==> src/rtl/lfsr_rsd_pkg.sv <==
package lfsr_rsd_pkg;
  typedef enum logic [1:0] {
    OP_IDLE = 2'd0,
    OP_LOAD = 2'd1,
    OP_SEED = 2'd2,
    OP_STEP = 2'd3
  } rsd_op_e;
endpackage

==> src/rtl/lfsr_rsd_counter.sv <==
module lfsr_rsd_counter #(
  parameter int CNT_W     = 16,
  parameter int TOTAL_VEC = 8
) (
  input  logic             clk,
  input  logic             rst_n,
  input  logic             clr,
  input  logic             adv,
  output logic [CNT_W-1:0] cnt,
  output logic             last
);
  localparam logic [CNT_W-1:0] LAST_CNT = CNT_W'(TOTAL_VEC - 1);

  logic [CNT_W-1:0] cnt_q, cnt_d;

  always_comb begin
    cnt_d = cnt_q;
    if (clr)      cnt_d = '0;
    else if (adv) cnt_d = cnt_q + 1'b1;
  end

  always_ff @(posedge clk or negedge rst_n) begin
    if (!rst_n)          cnt_q <= '0;
    else if (clr || adv) cnt_q <= cnt_d;
  end

  assign cnt  = cnt_q;
  assign last = (cnt_q == LAST_CNT);

  // advance is by one, and the index never runs past the final vector
  p_cnt_step_r7: assert property (@(posedge clk) disable iff (!rst_n)
    (adv && !clr) |=> cnt_q == $past(cnt_q) + 1'b1);
  p_cnt_bound_r7: assert property (@(posedge clk) disable iff (!rst_n)
    cnt_q <= LAST_CNT);
endmodule

==> src/rtl/lfsr_rsd_inv_ctrl.sv <==
module lfsr_rsd_inv_ctrl #(
  parameter int                          WIDTH    = 4,
  parameter int                          CNT_W    = 16,
  parameter int                          NUM_RSD  = 3,
  parameter logic [NUM_RSD*CNT_W-1:0]    RSD_AT   = '0,
  parameter logic [NUM_RSD*WIDTH-1:0]    RSD_MASK = '0
) (
  input  logic [CNT_W-1:0] cnt,
  output logic [WIDTH-1:0] ctrl
);
  logic [CNT_W-1:0] next_idx;
  logic [WIDTH-1:0] hit_mask [NUM_RSD];

  assign next_idx = cnt + 1'b1;

  // one comparator per schedule entry: raise that entry's mask one cycle early
  for (genvar e = 0; e < NUM_RSD; e++) begin : g_entry
    localparam logic [CNT_W-1:0] AT_V   = RSD_AT[e*CNT_W +: CNT_W];
    localparam logic [WIDTH-1:0] MASK_V = RSD_MASK[e*WIDTH +: WIDTH];
    assign hit_mask[e] = (next_idx == AT_V) ? MASK_V : '0;
  end

  always_comb begin
    ctrl = '0;
    for (int e = 0; e < NUM_RSD; e++) ctrl = ctrl | hit_mask[e];
  end
endmodule

==> src/rtl/lfsr_rsd_shreg.sv <==
module lfsr_rsd_shreg
  import lfsr_rsd_pkg::*;
#(
  parameter int               WIDTH      = 4,
  parameter logic [WIDTH-1:0] TAPS       = 4'b1001,
  parameter logic [WIDTH-1:0] SEED       = 4'b1010,
  parameter logic [WIDTH-1:0] INV_STAGES = 4'b0011
) (
  input  logic             clk,
  input  logic             rst_n,
  input  rsd_op_e          op,
  input  logic [WIDTH-1:0] func_d,
  input  logic [WIDTH-1:0] ctrl,
  output logic [WIDTH-1:0] state
);
  logic [WIDTH-1:0] state_q, state_d;
  logic [WIDTH-1:0] shifted, stepped;
  logic             fb;
  logic             en;

  assign fb      = ^(state_q & TAPS);
  assign shifted = {fb, state_q[WIDTH-1:1]};
  // inversion gates exist only on stages listed in INV_STAGES
  assign stepped = shifted ^ (ctrl & INV_STAGES);

  always_comb begin
    state_d = state_q;
    unique case (op)
      OP_LOAD: state_d = func_d;
      OP_SEED: state_d = SEED;
      OP_STEP: state_d = stepped;
      default: state_d = state_q;
    endcase
  end

  assign en = (op != OP_IDLE);

  always_ff @(posedge clk or negedge rst_n) begin
    if (!rst_n)  state_q <= '0;
    else if (en) state_q <= state_d;
  end

  assign state = state_q;

  p_func_load_r2: assert property (@(posedge clk) disable iff (!rst_n)
    (op == OP_LOAD) |=> state_q == $past(func_d));
  p_seed_load_r3: assert property (@(posedge clk) disable iff (!rst_n)
    (op == OP_SEED) |=> state_q == SEED);
  p_idle_hold_r8: assert property (@(posedge clk) disable iff (!rst_n)
    (op == OP_IDLE) |=> $stable(state_q));
  p_shift_r4: assert property (@(posedge clk) disable iff (!rst_n)
    (op == OP_STEP && ctrl == '0) |=> state_q[WIDTH-2:0] == $past(state_q[WIDTH-1:1]));
endmodule

==> src/rtl/lfsr_reseed_gen.sv <==
module lfsr_reseed_gen
  import lfsr_rsd_pkg::*;
#(
  parameter int                       WIDTH      = 4,
  parameter int                       CNT_W      = 16,
  parameter int                       TOTAL_VEC  = 8,
  parameter logic [WIDTH-1:0]         TAPS       = 4'b1001,
  parameter logic [WIDTH-1:0]         SEED       = 4'b1010,
  parameter logic [WIDTH-1:0]         INV_STAGES = 4'b0011,
  parameter int                       NUM_RSD    = 3,
  parameter logic [NUM_RSD*CNT_W-1:0] RSD_AT     = {16'd2, 16'd5, 16'd3},
  parameter logic [NUM_RSD*WIDTH-1:0] RSD_MASK   = {4'b1000, 4'b0011, 4'b0010}
) (
  input  logic             clk,
  input  logic             rst_n,
  input  logic             test_mode,
  input  logic             start,
  input  logic [WIDTH-1:0] func_d,
  output logic [WIDTH-1:0] pattern,
  output logic             test_end
);
  logic [1:0]       rst_sync_q;
  logic             rst_int_n;
  logic             run_q, run_d;
  logic [CNT_W-1:0] cnt;
  logic             last;
  logic [WIDTH-1:0] ctrl;
  rsd_op_e          op;

  // asynchronous assertion, synchronous release
  always_ff @(posedge clk or negedge rst_n) begin
    if (!rst_n) rst_sync_q <= 2'b00;
    else        rst_sync_q <= {rst_sync_q[0], 1'b1};
  end
  assign rst_int_n = rst_sync_q[1];

  always_comb begin
    if (!test_mode)           op = OP_LOAD;
    else if (start)           op = OP_SEED;
    else if (run_q && !last)  op = OP_STEP;
    else                      op = OP_IDLE;
  end

  always_comb begin
    run_d = run_q;
    if (!test_mode) run_d = 1'b0;
    else if (start) run_d = 1'b1;
  end

  always_ff @(posedge clk or negedge rst_int_n) begin
    if (!rst_int_n) run_q <= 1'b0;
    else            run_q <= run_d;
  end

  lfsr_rsd_counter #(
    .CNT_W     (CNT_W),
    .TOTAL_VEC (TOTAL_VEC)
  ) u_counter (
    .clk   (clk),
    .rst_n (rst_int_n),
    .clr   (op == OP_SEED),
    .adv   (op == OP_STEP),
    .cnt   (cnt),
    .last  (last)
  );

  lfsr_rsd_inv_ctrl #(
    .WIDTH    (WIDTH),
    .CNT_W    (CNT_W),
    .NUM_RSD  (NUM_RSD),
    .RSD_AT   (RSD_AT),
    .RSD_MASK (RSD_MASK)
  ) u_inv_ctrl (
    .cnt  (cnt),
    .ctrl (ctrl)
  );

  lfsr_rsd_shreg #(
    .WIDTH      (WIDTH),
    .TAPS       (TAPS),
    .SEED       (SEED),
    .INV_STAGES (INV_STAGES)
  ) u_shreg (
    .clk    (clk),
    .rst_n  (rst_int_n),
    .op     (op),
    .func_d (func_d),
    .ctrl   (ctrl),
    .state  (pattern)
  );

  assign test_end = run_q && last;

  p_end_hold_r7: assert property (@(posedge clk) disable iff (!rst_int_n)
    (test_mode && test_end && !start) |=> (test_end && $stable(pattern)));
  p_end_needs_run_r7: assert property (@(posedge clk) disable iff (!rst_int_n)
    test_end |-> test_mode);
endmodule

==> config.mk <==
export PLATFORM = sky130hd
export DESIGN_NAME = lfsr_reseed_gen
export DESIGN_NICKNAME = d
export VERILOG_FILES = /design/src/rtl/lfsr_rsd_pkg.sv /design/src/rtl/lfsr_rsd_counter.sv /design/src/rtl/lfsr_rsd_inv_ctrl.sv /design/src/rtl/lfsr_rsd_shreg.sv /design/src/rtl/lfsr_reseed_gen.sv
export SDC_FILE = /design/constraint.sdc
export NUM_CORES = 1
export LEC_CHECK = 0
export ABC_AREA = 1
export BUFFER_PORTS_ARGS = -buffer_cell sky130_fd_sc_hd__buf_4
export CORE_AREA = 2 2 71 73
export DETAILED_ROUTE_END_ITERATION = 16
export DIE_AREA = 0 0 73 75
export GPL_ROUTABILITY_DRIVEN = 1
export PLACE_DENSITY = 0.51
export SYNTH_ARGS = -nofsm -noshare
export SYNTH_HDL_FRONTEND = slang
export SYNTH_SLANG_ARGS = --single-unit
==> constraint.sdc <==
create_clock -name clk -period 1.3 [get_ports clk]
set_input_delay 0.13 -clock clk [delete_from_list [all_inputs] [get_ports clk]]
set_output_delay 0.13 -clock clk [all_outputs]
set_load 0.005 [all_outputs]
==> impl_metrics.yaml, run 1 <==
place:
  place_ws_ns: -0.5315
  dpl.hpwl_mm: 3.201
  port_buffers: 12
  place.gp.congestion: 0.8056
  placed_area_um2: 2098
timing:
  fin_ws_ns: -0.5939
  finalHoldViolCount: 0
  finalCriticalPeriod_ns: 1.894
  grt_setup_unrepaired: "true"
  skew_ns: 0.006414
  final-setup-viol-count: 21
  min_period_over_period: 1.457
  report.final.slew_viol_count: 0
  fmax_ghz: 0.5280
cells_and_area:
  drive_above_1_share: 0.3932
  syn_to_final_growth_pct: 49.96
  n_antenna_cell: 0
  final_area_um2: 2355
  n_fill_cell: 464
  nets: 307
clock_network:
  cts_buffers: 3
  clockBufferDepth: 2
  clkTransAtPathRegs_ns: 0.09
  worstSkewPairLatency_ns: 0.27
  clkSinkCount: 23
  htreeDepth: 1
  cts_tree: "done"
  cts-root-buf: "clkbuf_8"
yosys:
  synth_area_leaders: "dfrtp_1, nand2_1, inv_1"
  synth_edf_count: 0
  yosysTopAreaCell: "dfrtp_1"
  synth.distinct_cells: 26
  synth_flop_cell: "dfrtp_1"
  yosysTopAreaCellShare: 0.3665
  synth_most_common_cell: "nand2_1"
  ys_ff_latch: 23
  syn_nets: 235
  yosys_warnings: 0
  yosys-top-cells-count: "nand2_1, inv_1, dfrtp_1, nor2_1, nand3_1"
  seq_area_frac_synth: 0.3665
  syn_area_um2: 1570
  avgSynthCellArea_um2: 7.010
  postSynthCellCount: 224
  ys_async_sr_fraction: 1.000
run_status:
  violations: "setup timing"
  status: "finished, violations left"
setup_path:
  startpoint_type: "flip-flop"
  critical_path_class: "reg2reg"
  endpoint_kind: "flip-flop"
  crit_required_ns: 1.47
  crit_fanout: 7
  crit_arrival_ns: 2.07
power:
  ir_drop_v: 0.0004352
  p_leak_nw: 1.144
  p_per_area_nw_per_um2: 686.8
die:
  die_x_um: 73
  ios: 13
  die_area_um2: 5475
  core_area_um2: 4661
  initial_core_util: 0.3369
  rows: 25
  dieHeight_um: 75
drt:
  vias_per_cell: 4.834
  drt_iter0_drc: 70
  finalWirelength_mm: 4.644
  detail_route.wl_per_cell_um: 13.31
  vias: 1687
  drc: 0
  dr.pass1.iters: 4
  postRouteAntennaNets: 0
global_route:
  grt_usage: 0.1712
  grt_max_degree: 22
  grt_pass1_vias: 1588
  grt_pass1_wl_mm: 7.300
  overflow: 0
  antenna_found_initial: 0
flow_run:
  cap_violations: 0
min_path:
  hold_class: "in2reg"
## cells by family (layout without fill, tap and decap cells)
family,count (synthesis),after routing,synth area share
fa+ha+maj,3,3,0.02391
simple gates,135,135,0.4159
compound gates,25,25,0.09483
other cells,1,1,0.002388
flops,23,23,0.3665
buf+inv,35,106,0.08526
xor+xnor,2,2,0.01116
## per-stage QoR
stage | setup TNS [ns] | util | total power, mW | instances | hold WS [ns]
2_1_floorplan | -5.679 | - | 0.9537 | 224 | -0.1656
3_3_place_gp | -9.394 | 0.4502 | 1.103 | 336 | -0.08584
3_5_place_dp | -9.897 | 0.4502 | 1.106 | 336 | -0.08584
4_1_cts | -8.705 | 0.4733 | 1.588 | 344 | 0.1320
6_report | -9.960 | 0.5052 | 1.617 | 349 | 0.1332
5_1_grt | -12.36 | 0.5052 | 1.700 | 349 | 0.1430
## report_power, final
group / leakage (nW) / total, mW / switching, mW / internal, mW
Combinational: 0.823 / 0.352 / 0.173 / 0.179
Sequential: 0.298 / 0.795 / 0.0424 / 0.753
Clock: 0.0228 / 0.470 / 0.250 / 0.219
Total: 1.14 / 1.62 / 0.466 / 1.15
## cell usage in the layout (no fill, tap or decap), types with 2 or more instances in the layout
| cell type | count |
|---|---|
| nand2_1 | 63 |
| buf_4 | 63 |
| inv_1 | 29 |
| dfrtp_1 | 19 |
| nor2_1 | 13 |
| o22ai_1 | 12 |
| nand3_1 | 12 |
| nand4_1 | 8 |
| nand3_2 | 7 |
| nand2_2 | 7 |
| nor2_4 | 6 |
| nor2_2 | 6 |
| o21ai_0 | 6 |
| inv_2 | 4 |
| dfrtp_2 | 4 |
| o21ai_1 | 3 |
| clkbuf_8 | 3 |
| nor4_1 | 2 |
| nor3_2 | 2 |
| nor3_1 | 2 |
| nand2_4 | 2 |
| nand3_4 | 2 |
| a21oi_2 | 2 |
| ha_1 | 2 |
| buf_6 | 2 |
## critical path: stages (launching register included)
cell and delay (ns):
dfrtp_1 0.41, ha_4 0.18, nand3_4 0.09, nor2_4 0.23
nand2_1 0.08, nand2_1 0.08, nand2_1 0.08, or2_1 0.22
a21oi_2 0.14, nand2_1 0.07, nand2_1 0.05, nand3_1 0.06
nand2_1 0.06, nand2_1 0.05
## state kept, by name (all words and copies together) (netlist names)
signal / cells
u_counter.cnt: 16
u_shreg.state: 4
rst_sync_q: 2
run_q: 1
## final cells by class
type,instances,area (um2),share of cell area
inverter,33,123.9,0.05260
clock buffer,4,45.04,0.01913
timing repair buffer,69,565.5,0.2402
sequential,23,580.6,0.2465
tap,54,67.56,0.02869
multi-input combinational,166,972.2,0.4129
## per-layer routing
layer,share of wire,vias up,track usage
met5,0,-,0
met1,0.46,795,0.2290
li1,-,868,-
met3,0.024,4,0.02410
met4,0.0078,0,0.03086
met2,0.51,20,0.2983
## repair_timing
action                     CTS  global route
hold buffers                 1             0
resized for setup            7            33
setup buffers                3             4
cloned                       0             1
hold endpoints to repair     2             0
pin swaps                    3            15
setup endpoints to repair   21            21
## path summary, 6_finish.rpt
path | slack, ns | start | cells after the start | endpoint
max reg2reg | -0.59 | u_counter.cnt[1]$_DFFE_PN0N_ | 13 | u_shreg.state[1]$_DFFE_PN0P_
min in group asynchronous | 0.16 | rst_n | 2 | rst_sync_q[0]$_DFF_PN0_
max in group asynchronous | 0.84 | rst_sync_q[1]$_DFF_PN0_ | 1 | u_counter.cnt[8]$_DFFE_PN0N_
max | -0.59 | u_counter.cnt[1]$_DFFE_PN0N_ | 13 | u_shreg.state[1]$_DFFE_PN0P_
min reg2reg | 0.21 | rst_sync_q[1]$_DFF_PN0_ | 1 | run_q$_DFFE_PN0P_
min | 0.13 | func_d[3] | 3 | u_shreg.state[3]$_DFFE_PN0P_
Note: power is estimated with default switching activity, not from simulation.
==> inputs of run 2 (changes only) <==
- ABC_AREA: 1 -> unset
- CORE_AREA: 2 2 71 73 -> 2 2 61 63
- DIE_AREA: 0 0 73 75 -> 0 0 63 65
- PLACE_DENSITY: 0.51 -> 0.64
- clock period: 1.3 -> 1.8 ns (I/O delays scaled with it)
==> impl_metrics.yaml, run 2 <==
run_status:
  status: "finished, violations left"
  violations: "setup timing"
drt:
  detail_route.wl_per_cell_um: 19.99
  drc: 0
  vias: 1895
  finalWirelength_mm: 5.916
  postRouteAntennaNets: 0
  drt_iter0_drc: 181
  dr.pass1.iters: 5
  vias_per_cell: 6.402
cells_and_area:
  final_area_um2: 2427
  syn_to_final_growth_pct: 57.85
  multi_input_area_um2: 1099
  largest_register_ffs: 16
  layout_commonest_cell: "buf_4"
  n_fill_cell: 259
  seq_area_um2: 579.3
  n_antenna_cell: 0
  drive_above_1_share: 0.4758
  nets: 260
  mostFrequentLayoutCells: "buf_4, dfrtp_1, nor2_1, nand2_1, o21ai_1"
setup_path:
  crit_arrival_ns: 2.49
  worstRegToRegCells: 8
  crit_cells: 8
  cpPeakStageDelay_ns: 0.47
  critical_path_class: "reg2reg"
  crit_top_cell: "nand4_1"
  critical_path.startpoint: "u_counter.cnt[1]$_DFFE_PN0N_"
  startpoint_type: "flip-flop"
  path_cells: "ha_4 > nand4_1 > or2_1 > o22ai_2 > nand4_1 > nor4_4 > xnor2_1 > o221ai_1"
  crit_fanout: 4
  timing.rr.end: "u_shreg.state[0]$_DFFE_PN0P_"
  cp-endpoint: "u_shreg.state[0]$_DFFE_PN0P_"
  crit_buf_inv: 0
  endpoint_kind: "flip-flop"
  r2r-start: "u_counter.cnt[1]$_DFFE_PN0N_"
  crit_required_ns: 1.99
  crit_family: "simple AND/OR/NAND/NOR gates"
  r2r_slack_ns: -0.50
  crit_slowest_cell: "dfrtp_2"
timing:
  finalCriticalPeriod_ns: 2.298
  report.final.slew_viol_count: 0
  finalHoldViolCount: 0
  fmax_ghz: 0.4352
  skew_ns: 0.004148
  grt_setup_unrepaired: "true"
  min_period_over_period: 1.277
  final-setup-viol-count: 21
  fin_ws_ns: -0.4979
power:
  total_power_mw: 1.095
  p_leak_nw: 1.102
  ir_drop_v: 0.0003471
  p_per_area_nw_per_um2: 451.0
yosys:
  syn_area_um2: 1538
  yosysTopAreaCell: "dfrtp_1"
  synth_flop_cell: "dfrtp_1"
  seq_area_frac_synth: 0.3743
  yosys-top-cells-count: "dfrtp_1, nand2_1, nor2_1, o21ai_1"
  synth.distinct_cells: 42
  ys_async_sr_fraction: 1.000
  synth_xor_area_frac: 0.04557
  synthSimpleGateAreaFrac: 0.2392
  postSynthCellCount: 179
  synth_area_leaders: "dfrtp_1, o21ai_1, nand2_1"
  ys_ff_latch: 23
  syn_nets: 190
  synthAdderAreaFrac: 0.02441
  avgSynthCellArea_um2: 8.591
  yosysTopAreaCellShare: 0.3743
  yosys_warnings: 0
  synth_edf_count: 0
  synth_compound_area_frac: 0.2140
  yosys-mux-area-fraction: 0.01953
  synth_top_family_by_area: "simple AND/OR/NAND/NOR gates"
  synth_most_common_cell: "dfrtp_1"
clock_network:
  clkTransAtPathRegs_ns: 0.13
  cts-root-buf: "clkbuf_4"
  cts_buffers: 3
  cts_tree: "done"
  worstSkewPairLatency_ns: 0.31
  clockBufferDepth: 2
  htreeDepth: 1
  clkSinkCount: 23
die:
  ios: 13
  dieHeight_um: 65
  rows: 22
  core_area_um2: 3496
  die_x_um: 63
  die_area_um2: 4095
  initial_core_util: 0.4399
global_route:
  grt-busiest-layer: "met2"
  grt_usage: 0.2682
  grt_util_met2: 0.4840
  antenna_found_initial: 0
  grt_use_met3: 0.02951
  met1_usage: 0.3044
  overflow: 0
  grt_max_degree: 14
  grt_pass1_vias: 1826
  grt_pass1_wl_mm: 8.597
flow_run:
  cap_violations: 0
place:
  placed_area_um2: 1961
  dpl.hpwl_mm: 3.101
  port_buffers: 12
  place.gp.congestion: 0.9359
min_path:
  hold_class: "in2reg"
  min_from: "func_d[3]"
## run 2: cell count changes after synthesis, moves of 4 or more
cell / previous run / this run
o21ai_1: 2 / 13
nand2_1: 69 / 17
buf_6: 0 / 5
inv_1: 33 / 7
nor2_4: 4 / 0
nand3_1: 17 / 8
o31ai_1: 0 / 8
xnor2_1: 1 / 6
o22ai_1: 12 / 3
nand3_2: 4 / 0
a21oi_1: 0 / 5
## run 2: final cells by class
class                           instances  share of cell area
Multi-Input combinational cell        137              0.4526
Timing Repair Buffer                   77              0.2624
Sequential cell                        23              0.2387
Tap cell                               48             0.02474
Clock buffer                            4             0.01082
Inverter                                7             0.01082
## run 2: what timing repair did
item	CTS	global route
buffers inserted	11	8
pin swaps	8	22
hold buffers	1	0
cloned	3	0
resized for setup	18	29
endpoints found under the setup margin	20	21
hold endpoints to repair	2	0
## run 2: report_power, final
group / switching (mW) / internal [mW] / total (mW)
clock: 0.164 / 0.0865 / 0.250
sequential: 0.0295 / 0.537 / 0.567
combinational: 0.133 / 0.145 / 0.278
total: 0.326 / 0.768 / 1.09
## run 2: routing by layer
layer | up-vias | part of all wire
met4 | 0 | 0.053
li1 | 798 | -
met5 | - | 0
met1 | 869 | 0.37
met2 | 180 | 0.49
met3 | 48 | 0.088
## run 2: worst min-delay path by stage
stage,endpoint,cells past startpoint,slack (ns)
3_5_place_dp,rst_sync_q[1]$_DFF_PN0_,1,-0.04
2_1_floorplan,rst_sync_q[0]$_DFF_PN0_,0,-0.12
6_report,u_shreg.state[3]$_DFFE_PN0P_,2,0.09
5_1_grt,u_shreg.state[3]$_DFFE_PN0P_,2,0.09
4_1_cts,u_shreg.state[3]$_DFFE_PN0P_,2,0.09
3_3_place_gp,rst_sync_q[1]$_DFF_PN0_,1,-0.04
## run 2: logic make-up (layout without fill, tap and decap cells)
| kind of cell | Yosys count | in the layout |
|---|---|---|
| compound gates | 50 | 50 |
| xor+xnor | 8 | 8 |
| fa+ha+maj | 3 | 3 |
| buf+inv | 21 | 88 |
| flops | 23 | 23 |
| mux | 3 | 3 |
| other cells | 1 | 1 |
| simple gates | 70 | 72 |
## run 2: stage by stage
step                      hold WS [ns]  worst slack [ns]    util  cells  setup TNS (ns)
after floorplan                -0.1156           -0.1470       -    179          -1.533
after global placement        -0.03771           -0.3380  0.5608    269          -3.321
final                          0.09186           -0.4979  0.6943    296          -6.206
after CTS                      0.09355           -0.3554  0.6317    288          -3.418
after global routing           0.08660           -0.5164  0.6943    296          -7.273
after detailed placement      -0.03642           -0.3340  0.5608    269          -3.977
